File: config.mk
export PLATFORM = sky130hd
export DESIGN_NAME = pixel_line_stats
export DESIGN_NICKNAME = d
export VERILOG_FILES = /design/src/rtl/lstat_pkg.sv /design/src/rtl/lstat_line_acc.sv /design/src/rtl/lstat_noise_acc.sv /design/src/rtl/lstat_div.sv /design/src/rtl/pixel_line_stats.sv
export SDC_FILE = /design/constraint.sdc
export NUM_CORES = 2
export LEC_CHECK = 0
export BUFFER_PORTS_ARGS = -buffer_cell sky130_fd_sc_hd__clkbuf_2
export CAP_MARGIN = 0
export CORE_MARGIN = 2
export CORE_UTILIZATION = 42
export CTS_BUF_LIST = sky130_fd_sc_hd__clkbuf_16
export CTS_CLUSTER_SIZE = 12
export DETAILED_ROUTE_END_ITERATION = 10
export PLACE_DENSITY = 0.55
export SYNTH_ARGS = -nofsm -noshare
export SYNTH_HDL_FRONTEND = slang
export SYNTH_SLANG_ARGS = --single-unit
File: constraint.sdc
create_clock -name clk -period 23.9 [get_ports clk]
set_input_delay 4.78 -clock clk [delete_from_list [all_inputs] [get_ports clk]]
set_output_delay 4.78 -clock clk [all_outputs]
set_load 0.01 [all_outputs]
File: src/rtl/lstat_pkg.sv
package lstat_pkg;
  typedef enum logic [1:0] {
    ST_IDLE,
    ST_PREP,
    ST_DIV
  } lstat_state_e;

  function automatic int lstat_max(input int a, input int b);
    return (a > b) ? a : b;
  endfunction
endpackage

File: src/rtl/lstat_line_acc.sv
module lstat_line_acc #(
  parameter int DATA_W   = 16,
  parameter int LINE_PIX = 10600,
  localparam int CNT_W   = $clog2(LINE_PIX + 1),
  localparam int SUM_W   = DATA_W + CNT_W
) (
  input  logic              clk,
  input  logic              rst_n,
  input  logic              valid_i,
  input  logic              sol_i,
  input  logic              eol_i,
  input  logic [DATA_W-1:0] data_i,
  input  logic [CNT_W-1:0]  sel_i,
  output logic              end_o,
  output logic              ok_o,
  output logic [SUM_W-1:0]  sum_o,
  output logic [DATA_W-1:0] min_o,
  output logic [DATA_W-1:0] max_o,
  output logic [DATA_W-1:0] pick_o,
  output logic              picked_o
);
  localparam logic [CNT_W-1:0] FULL = CNT_W'(LINE_PIX);

  logic              in_line_q, in_line_n;
  logic              end_q, end_n;
  logic [CNT_W-1:0]  cnt_q, cnt_b, cnt_n;
  logic              ovf_q, ovf_b, ovf_n;
  logic [SUM_W-1:0]  sum_q, sum_b, sum_n;
  logic [DATA_W-1:0] min_q, min_b, min_n;
  logic [DATA_W-1:0] max_q, max_b, max_n;
  logic [DATA_W-1:0] pick_q, pick_n;
  logic              picked_q, picked_b, picked_n;
  logic              take, upd;

  // a start marker rebases the line state before the same-cycle sample is added
  always_comb begin
    take     = valid_i & (sol_i | in_line_q);
    upd      = sol_i | take;
    cnt_b    = sol_i ? '0 : cnt_q;
    ovf_b    = sol_i ? 1'b0 : ovf_q;
    sum_b    = sol_i ? '0 : sum_q;
    min_b    = sol_i ? '1 : min_q;
    max_b    = sol_i ? '0 : max_q;
    picked_b = sol_i ? 1'b0 : picked_q;
    cnt_n    = cnt_b;
    ovf_n    = ovf_b;
    sum_n    = sum_b;
    min_n    = min_b;
    max_n    = max_b;
    pick_n   = pick_q;
    picked_n = picked_b;
    if (take) begin
      if (cnt_b == FULL) ovf_n = 1'b1;
      else               cnt_n = cnt_b + 1'b1;
      sum_n = sum_b + SUM_W'(data_i);
      if (data_i < min_b) min_n = data_i;
      if (data_i > max_b) max_n = data_i;
      if (!picked_b && cnt_b == sel_i) begin
        pick_n   = data_i;
        picked_n = 1'b1;
      end
    end
    end_n     = eol_i & (sol_i | in_line_q);
    in_line_n = eol_i ? 1'b0 : (sol_i | in_line_q);
  end

  always_ff @(posedge clk or negedge rst_n) begin
    if (!rst_n) begin
      in_line_q <= 1'b0;
      end_q     <= 1'b0;
      cnt_q     <= '0;
      ovf_q     <= 1'b0;
      sum_q     <= '0;
      min_q     <= '1;
      max_q     <= '0;
      pick_q    <= '0;
      picked_q  <= 1'b0;
    end else begin
      in_line_q <= in_line_n;
      end_q     <= end_n;
      if (upd) begin
        cnt_q    <= cnt_n;
        ovf_q    <= ovf_n;
        sum_q    <= sum_n;
        min_q    <= min_n;
        max_q    <= max_n;
        pick_q   <= pick_n;
        picked_q <= picked_n;
      end
    end
  end

  assign end_o    = end_q;
  assign ok_o     = (cnt_q == FULL) & ~ovf_q;
  assign sum_o    = sum_q;
  assign min_o    = min_q;
  assign max_o    = max_q;
  assign pick_o   = pick_q;
  assign picked_o = picked_q;
endmodule

File: src/rtl/lstat_noise_acc.sv
module lstat_noise_acc #(
  parameter int DATA_W      = 16,
  parameter int NOISE_LINES = 100,
  localparam int NL_W       = $clog2(NOISE_LINES + 1),
  localparam int SX_W       = DATA_W + NL_W,
  localparam int SXX_W      = 2 * DATA_W + NL_W
) (
  input  logic              clk,
  input  logic              rst_n,
  input  logic              clr_i,
  input  logic              add_i,
  input  logic [DATA_W-1:0] x_i,
  output logic [SX_W-1:0]   sx_o,
  output logic [SXX_W-1:0]  sxx_o,
  output logic              last_o
);
  logic [SX_W-1:0]  sx_q, sx_n;
  logic [SXX_W-1:0] sxx_q, sxx_n;
  logic [NL_W-1:0]  nl_q, nl_n;
  logic             en;

  always_comb begin
    en    = clr_i | add_i;
    sx_n  = sx_q + SX_W'(x_i);
    sxx_n = sxx_q + SXX_W'(x_i) * SXX_W'(x_i);
    nl_n  = nl_q + 1'b1;
    if (clr_i) begin
      sx_n  = '0;
      sxx_n = '0;
      nl_n  = '0;
    end
  end

  always_ff @(posedge clk or negedge rst_n) begin
    if (!rst_n) begin
      sx_q  <= '0;
      sxx_q <= '0;
      nl_q  <= '0;
    end else if (en) begin
      sx_q  <= sx_n;
      sxx_q <= sxx_n;
      nl_q  <= nl_n;
    end
  end

  assign sx_o   = sx_q;
  assign sxx_o  = sxx_q;
  assign last_o = (nl_q == NL_W'(NOISE_LINES - 1));
endmodule

File: src/rtl/lstat_div.sv
module lstat_div #(
  parameter int W     = 46,
  parameter int OUT_W = 32,
  localparam int CW   = $clog2(W + 1)
) (
  input  logic             clk,
  input  logic             rst_n,
  input  logic             start_i,
  input  logic [W-1:0]     dvd_i,
  input  logic [W-1:0]     dvs_i,
  output logic             done_o,
  output logic [OUT_W-1:0] quo_o
);
  logic [W-1:0]  rem_q, rem_n, quo_q, quo_n, dvs_q, dvs_n;
  logic [CW-1:0] cnt_q, cnt_n;
  logic          busy_q, busy_n, done_q, done_n;
  logic [W:0]    trial;
  logic          en;

  // restoring division, one quotient bit per cycle
  always_comb begin
    trial  = {rem_q, quo_q[W-1]};
    rem_n  = rem_q;
    quo_n  = quo_q;
    dvs_n  = dvs_q;
    cnt_n  = cnt_q;
    busy_n = busy_q;
    done_n = 1'b0;
    en     = start_i | busy_q;
    if (start_i) begin
      rem_n  = '0;
      quo_n  = dvd_i;
      dvs_n  = dvs_i;
      cnt_n  = CW'(W);
      busy_n = 1'b1;
    end else if (busy_q) begin
      if (trial >= {1'b0, dvs_q}) begin
        rem_n = W'(trial - {1'b0, dvs_q});
        quo_n = {quo_q[W-2:0], 1'b1};
      end else begin
        rem_n = trial[W-1:0];
        quo_n = {quo_q[W-2:0], 1'b0};
      end
      cnt_n = cnt_q - 1'b1;
      if (cnt_q == CW'(1)) begin
        busy_n = 1'b0;
        done_n = 1'b1;
      end
    end
  end

  always_ff @(posedge clk or negedge rst_n) begin
    if (!rst_n) begin
      rem_q  <= '0;
      quo_q  <= '0;
      dvs_q  <= '0;
      cnt_q  <= '0;
      busy_q <= 1'b0;
      done_q <= 1'b0;
    end else begin
      done_q <= done_n;
      if (en) begin
        rem_q  <= rem_n;
        quo_q  <= quo_n;
        dvs_q  <= dvs_n;
        cnt_q  <= cnt_n;
        busy_q <= busy_n;
      end
    end
  end

  assign done_o = done_q;
  assign quo_o  = quo_q[OUT_W-1:0];
endmodule

File: src/rtl/pixel_line_stats.sv
module pixel_line_stats
  import lstat_pkg::*;
#(
  parameter int DATA_W      = 16,
  parameter int LINE_PIX    = 10600,
  parameter int NOISE_LINES = 100,
  localparam int CNT_W      = $clog2(LINE_PIX + 1)
) (
  input  logic                clk,
  input  logic                rst_n,
  input  logic                mode_i,
  input  logic [CNT_W-1:0]    pix_sel_i,
  input  logic                valid_i,
  input  logic                sol_i,
  input  logic                eol_i,
  input  logic [DATA_W-1:0]   data_i,
  output logic                done_o,
  output logic                err_o,
  output logic [DATA_W-1:0]   mean_o,
  output logic [DATA_W-1:0]   maxdev_o,
  output logic [2*DATA_W-1:0] var_o
);
  localparam int NL_W  = $clog2(NOISE_LINES + 1);
  localparam int SUM_W = DATA_W + CNT_W;
  localparam int SX_W  = DATA_W + NL_W;
  localparam int SXX_W = 2 * DATA_W + NL_W;
  localparam int NUM_W = 2 * DATA_W + 2 * NL_W;
  localparam int DIV_W = lstat_max(SUM_W, NUM_W);
  localparam int RES_W = 2 * DATA_W;

  logic              a_end, a_ok, a_picked;
  logic [SUM_W-1:0]  a_sum;
  logic [DATA_W-1:0] a_min, a_max, a_pick;
  logic [SX_W-1:0]   n_sx;
  logic [SXX_W-1:0]  n_sxx;
  logic              n_last, n_add, n_clr;
  logic              div_start, div_done;
  logic [DIV_W-1:0]  div_dvd, div_dvs, num;
  logic [RES_W-1:0]  quo;

  lstat_state_e      st_q, st_n;
  logic              job_noise_q, job_noise_n;
  logic [DATA_W-1:0] lmin_q, lmax_q;
  logic              cap_ext;
  logic              done_q, done_n, err_q, err_n;
  logic [DATA_W-1:0] mean_q, dev_q, dev_calc, up_dev, dn_dev;
  logic [RES_W-1:0]  var_q;
  logic              good_end, cap_res;

  lstat_line_acc #(.DATA_W(DATA_W), .LINE_PIX(LINE_PIX)) u_acc (
    .clk(clk), .rst_n(rst_n), .valid_i(valid_i), .sol_i(sol_i), .eol_i(eol_i),
    .data_i(data_i), .sel_i(pix_sel_i), .end_o(a_end), .ok_o(a_ok),
    .sum_o(a_sum), .min_o(a_min), .max_o(a_max), .pick_o(a_pick),
    .picked_o(a_picked)
  );

  lstat_noise_acc #(.DATA_W(DATA_W), .NOISE_LINES(NOISE_LINES)) u_noise (
    .clk(clk), .rst_n(rst_n), .clr_i(n_clr), .add_i(n_add), .x_i(a_pick),
    .sx_o(n_sx), .sxx_o(n_sxx), .last_o(n_last)
  );

  lstat_div #(.W(DIV_W), .OUT_W(RES_W)) u_div (
    .clk(clk), .rst_n(rst_n), .start_i(div_start), .dvd_i(div_dvd),
    .dvs_i(div_dvs), .done_o(div_done), .quo_o(quo)
  );

  // N*sum(x^2) - (sum x)^2, never negative by Cauchy-Schwarz
  assign num = DIV_W'(NOISE_LINES) * DIV_W'(n_sxx) - DIV_W'(n_sx) * DIV_W'(n_sx);

  always_comb begin
    good_end    = a_ok & (~mode_i | a_picked);
    st_n        = st_q;
    job_noise_n = job_noise_q;
    div_start   = 1'b0;
    div_dvd     = '0;
    div_dvs     = '0;
    n_add       = 1'b0;
    n_clr       = ~mode_i;
    cap_ext     = 1'b0;
    err_n       = 1'b0;
    done_n      = 1'b0;
    cap_res     = 1'b0;
    if (st_q != ST_IDLE && a_end) err_n = 1'b1;
    case (st_q)
      ST_IDLE: begin
        if (a_end) begin
          if (!good_end) begin
            err_n = 1'b1;
          end else if (!mode_i) begin
            div_start   = 1'b1;
            div_dvd     = DIV_W'(a_sum);
            div_dvs     = DIV_W'(LINE_PIX);
            job_noise_n = 1'b0;
            cap_ext     = 1'b1;
            st_n        = ST_DIV;
          end else begin
            n_add = 1'b1;
            if (n_last) st_n = ST_PREP;
          end
        end
      end
      ST_PREP: begin
        div_start   = 1'b1;
        div_dvd     = num;
        div_dvs     = DIV_W'(NOISE_LINES * NOISE_LINES);
        job_noise_n = 1'b1;
        n_clr       = 1'b1;
        st_n        = ST_DIV;
      end
      ST_DIV: begin
        if (div_done) begin
          cap_res = 1'b1;
          done_n  = 1'b1;
          st_n    = ST_IDLE;
        end
      end
      default: st_n = ST_IDLE;
    endcase
  end

  always_comb begin
    up_dev   = lmax_q - quo[DATA_W-1:0];
    dn_dev   = quo[DATA_W-1:0] - lmin_q;
    dev_calc = (up_dev > dn_dev) ? up_dev : dn_dev;
  end

  always_ff @(posedge clk or negedge rst_n) begin
    if (!rst_n) begin
      st_q        <= ST_IDLE;
      job_noise_q <= 1'b0;
      lmin_q      <= '0;
      lmax_q      <= '0;
      done_q      <= 1'b0;
      err_q       <= 1'b0;
      mean_q      <= '0;
      dev_q       <= '0;
      var_q       <= '0;
    end else begin
      st_q        <= st_n;
      job_noise_q <= job_noise_n;
      done_q      <= done_n;
      err_q       <= err_n;
      if (cap_ext) begin
        lmin_q <= a_min;
        lmax_q <= a_max;
      end
      if (cap_res && job_noise_q) begin
        var_q <= quo;
      end
      if (cap_res && !job_noise_q) begin
        mean_q <= quo[DATA_W-1:0];
        dev_q  <= dev_calc;
      end
    end
  end

  assign done_o   = done_q;
  assign err_o    = err_q;
  assign mean_o   = mean_q;
  assign maxdev_o = dev_q;
  assign var_o    = var_q;
endmodule

==> flow_metrics.py <==
metrics = {
    "floorplanning": {
        "coreArea_sq_um": 118000,
        "die_w_um": 348,
        "ios": 102,
        "die_y_um": 348,
        "die-area_sq_um": 121000,
        "rows": 126,
        "start_util_pct": 42.3,
    },
    "clock_network": {
        "clk_latency_ns": 0.63,
        "cts_setup_buffers": 0,
        "htree_levels": 2,
        "ctsHoldBuffers": 0,
        "cts-resized-gates": 0,
        "root_buffer": "clkbuf_16",
        "cts_tree": "yes",
        "cts_buffer_depth": 3,
        "numCtsBuffers": 49,
        "cts.clk_slew.worst_paths_ns": 0.06,
        "cts_sinks": 369,
    },
    "routing": {
        "drt_iter0_drc": 2073,
        "vias": 36366,
        "wirelength_um": 130000,
        "dr.pass1.iters": 7,
        "remaining_drc_errors": 0,
        "drt-wirelength-per-cell_um": 18.2,
        "drt-met1-wl_um": 60100,
        "wl_met2_um": 60100,
        "top_layer": "met4",
        "via_per_inst": 5.11,
        "detail-route-antenna-nets": 0,
        "routed-wl-met3_um": 6100,
    },
    "synth": {
        "synth_area_leaders": "fa_1, dfrtp_1, ha_1, inv_1, nand2_1",
        "yosysTopAreaCell": "fa_1",
        "synthCells": 5521,
        "yosysSeqAreaShare_pct": 18.6,
        "synth_top_area_share_pct": 27.5,
        "synth-edff-count": 0,
        "synth_area_per_cell_sq_um": 9.03,
        "yosys_warnings": 0,
        "synth-seq-cells": 369,
        "synth_nets": 6774,
        "synthDistinctLibCells": 83,
        "async_reset_ff_share_pct": 100,
        "synth-main-ff-cell": "dfrtp_1",
        "syn_area_sq_um": 49800,
    },
    "worst_setup_path": {
        "end_kind": "register",
        "worst_path_max_delay_cell": "fa_1",
        "crit_arrival_ns": 10.85,
        "required_ns": 24.45,
        "critPathMaxStageDelay_ns": 0.55,
        "crit_top_cell": "fa_1",
        "cp_max_fo": 6,
        "reg2reg_depth": 36,
        "path_class": "register to register",
        "start_kind": "register",
    },
    "pwr": {
        "power_mw": 1.50,
        "p_leak_nw": 28.6,
        "p_per_area_nw_per_um2": 27.9,
        "peakVddDrop_v": 0.0000583,
    },
    "timing": {
        "period_share_pct": 43.1,
        "period_needed_ns": 10.30,
        "worst_pin_slew_ns": 1.17,
        "slew_violations": 0,
        "setup_viol": 0,
        "tns_ns": 0,
        "rsz0062_at_grt": "false",
        "max-slew-margin-rel_pct": 22.3,
        "hold_viol": 0,
        "clock_skew_ns": 0.0338,
        "timing.fmax_ghz": 0.0971,
    },
    "cells_and_area": {
        "fill_cells": 11665,
        "regArea_sq_um": 9260,
        "stdcell_area_sq_um": 53600,
        "final_nets": 6795,
        "multi_input_area_sq_um": 35500,
        "area_growth_syn_to_layout_pct": 7.57,
        "drive_gt1_share_pct": 5.95,
    },
    "global_route": {
        "grt_antenna_before_repair": 2,
        "grt_pass1_vias": 38145,
        "grt_util_all_layers_pct": 22.0,
        "gr-total-overflow": 0,
        "grt_pass1_wl_um": 211000,
        "grt_max_degree": 100,
    },
    "place": {
        "placed_area_sq_um": 52000,
        "io_buffers": 101,
        "dp_hpwl_um": 103000,
        "place_congestion": 0.903,
    },
    "hold_path": {
        "min_delay_path_depth": 2,
        "hp-class": "register to register",
    },
    "status": {
        "status": "completed",
    },
    "job": {
        "drv_cap": 0,
    },
}
cell usage in the layout, fill, tap and decap left out, types with 62 or more instances in the layout:
cell and n:
o21ai_0 281, a21o_1 88, xnor2_1 147, mux2i_1 62, nor3_1 68, nand3_1 122, xor2_1 100, nor2_1 256
and2_1 145, a21oi_1 189, clkbuf_2 100, fa_1 685, ha_1 532, inv_1 1184, dfrtp_1 352, nand2_1 535
registers in the layout (all words and copies together) (netlist names), 2 cells and up:
name,count
var_o,32
lmax_q,16
u_acc.max_o,16
u_div.cnt_q,6
u_noise.sxx_o,39
u_noise.nl_q,7
u_acc.pick_o,16
maxdev_o,16
st_q,2
u_acc.sum_o,30
u_div.quo_q,46
u_div.dvs_q,3
u_acc.min_o,16
u_acc.cnt_q,14
mean_o,16
u_div.rem_q,46
u_noise.sx_o,23
lmin_q,16
metrics by stage:
step	instances	util (%)	worst slack, ns	hold WS [ns]
2_1_floorplan	5521	-	14.45	0.433
3_3_place_gp	7027	44.1	13.69	0.454
3_5_place_dp	7027	44.1	13.45	0.452
4_1_cts	7118	45.5	13.52	0.463
5_1_grt	7118	45.5	12.99	0.498
6_report	7119	45.5	13.60	0.454
layer usage:
layer | GRT usage [%] | vias up
met2 | 36.6 | 718
met3 | 2.96 | 162
met1 | 30.2 | 17874
met5 | 0 | -
li1 | - | 17612
met4 | 5.67 | 0
power by group:
part	internal (mW)	switching, mW
Clock	0.430	0.311
Sequential	0.638	0.00713
Combinational	0.0396	0.0711
Total	1.11	0.389
kinds of logic after synthesis:
family | share of synthesized area (%)
compound gates | 10.5
xor+xnor | 4.34
fa+ha+maj | 40.9
buf+inv | 10.2
flops | 18.6
mux | 2.01
simple gates | 13.5
synth_stat cells (62+ instances only):
library cell,n
o21ai_0,281
clkbuf_1,155
inv_1,1173
xnor2_1,147
a21o_1,88
xor2_1,100
mux2i_1,62
fa_1,685
nand3_1,122
dfrtp_1,353
and2_1,146
ha_1,532
a21oi_1,189
nand2_1,537
nor3_1,68
nor2_1,257
layout make-up:
cell class | instances | area share (%)
clock inverters | 42 | 0.714
clock buffers | 49 | 2.29
inverters | 1175 | 8.23
well taps | 1536 | 3.59
repair buffers | 152 | 1.68
multi-input cells | 3795 | 66.2
flip-flops and latches | 369 | 17.3
diodes | 1 | 0.00467
worst paths after layout:
| kind | start | to | slack, ns |
|---|---|---|---|
| max | u_noise.sxx_o[3] | u_div.quo_q[45] | 13.60 |
| min in group asynchronous | rst_n | maxdev_o[15] | 4.18 |
| max in group asynchronous | rst_n | u_div.quo_q[29] | 17.65 |
| max reg2reg | u_noise.sxx_o[3] | u_div.quo_q[45] | 13.60 |
| min reg2reg | u_acc.max_o[15] | lmax_q[15] | 0.45 |
| min | u_acc.max_o[15] | lmax_q[15] | 0.45 |
critical path: cells and delay by family, from the launching register on:
kind,cells,cell delay [ns]
XOR/XNOR,2,0.40
AO/OA/AOI/OAI,13,3.30
AND/OR/NAND/NOR,2,0.42
buffers and inverters,7,0.32
adder cells (fa/ha/maj),12,5.34
flip-flops,1,0.45
No activity file was read; power rests on OpenSTA's default activity.
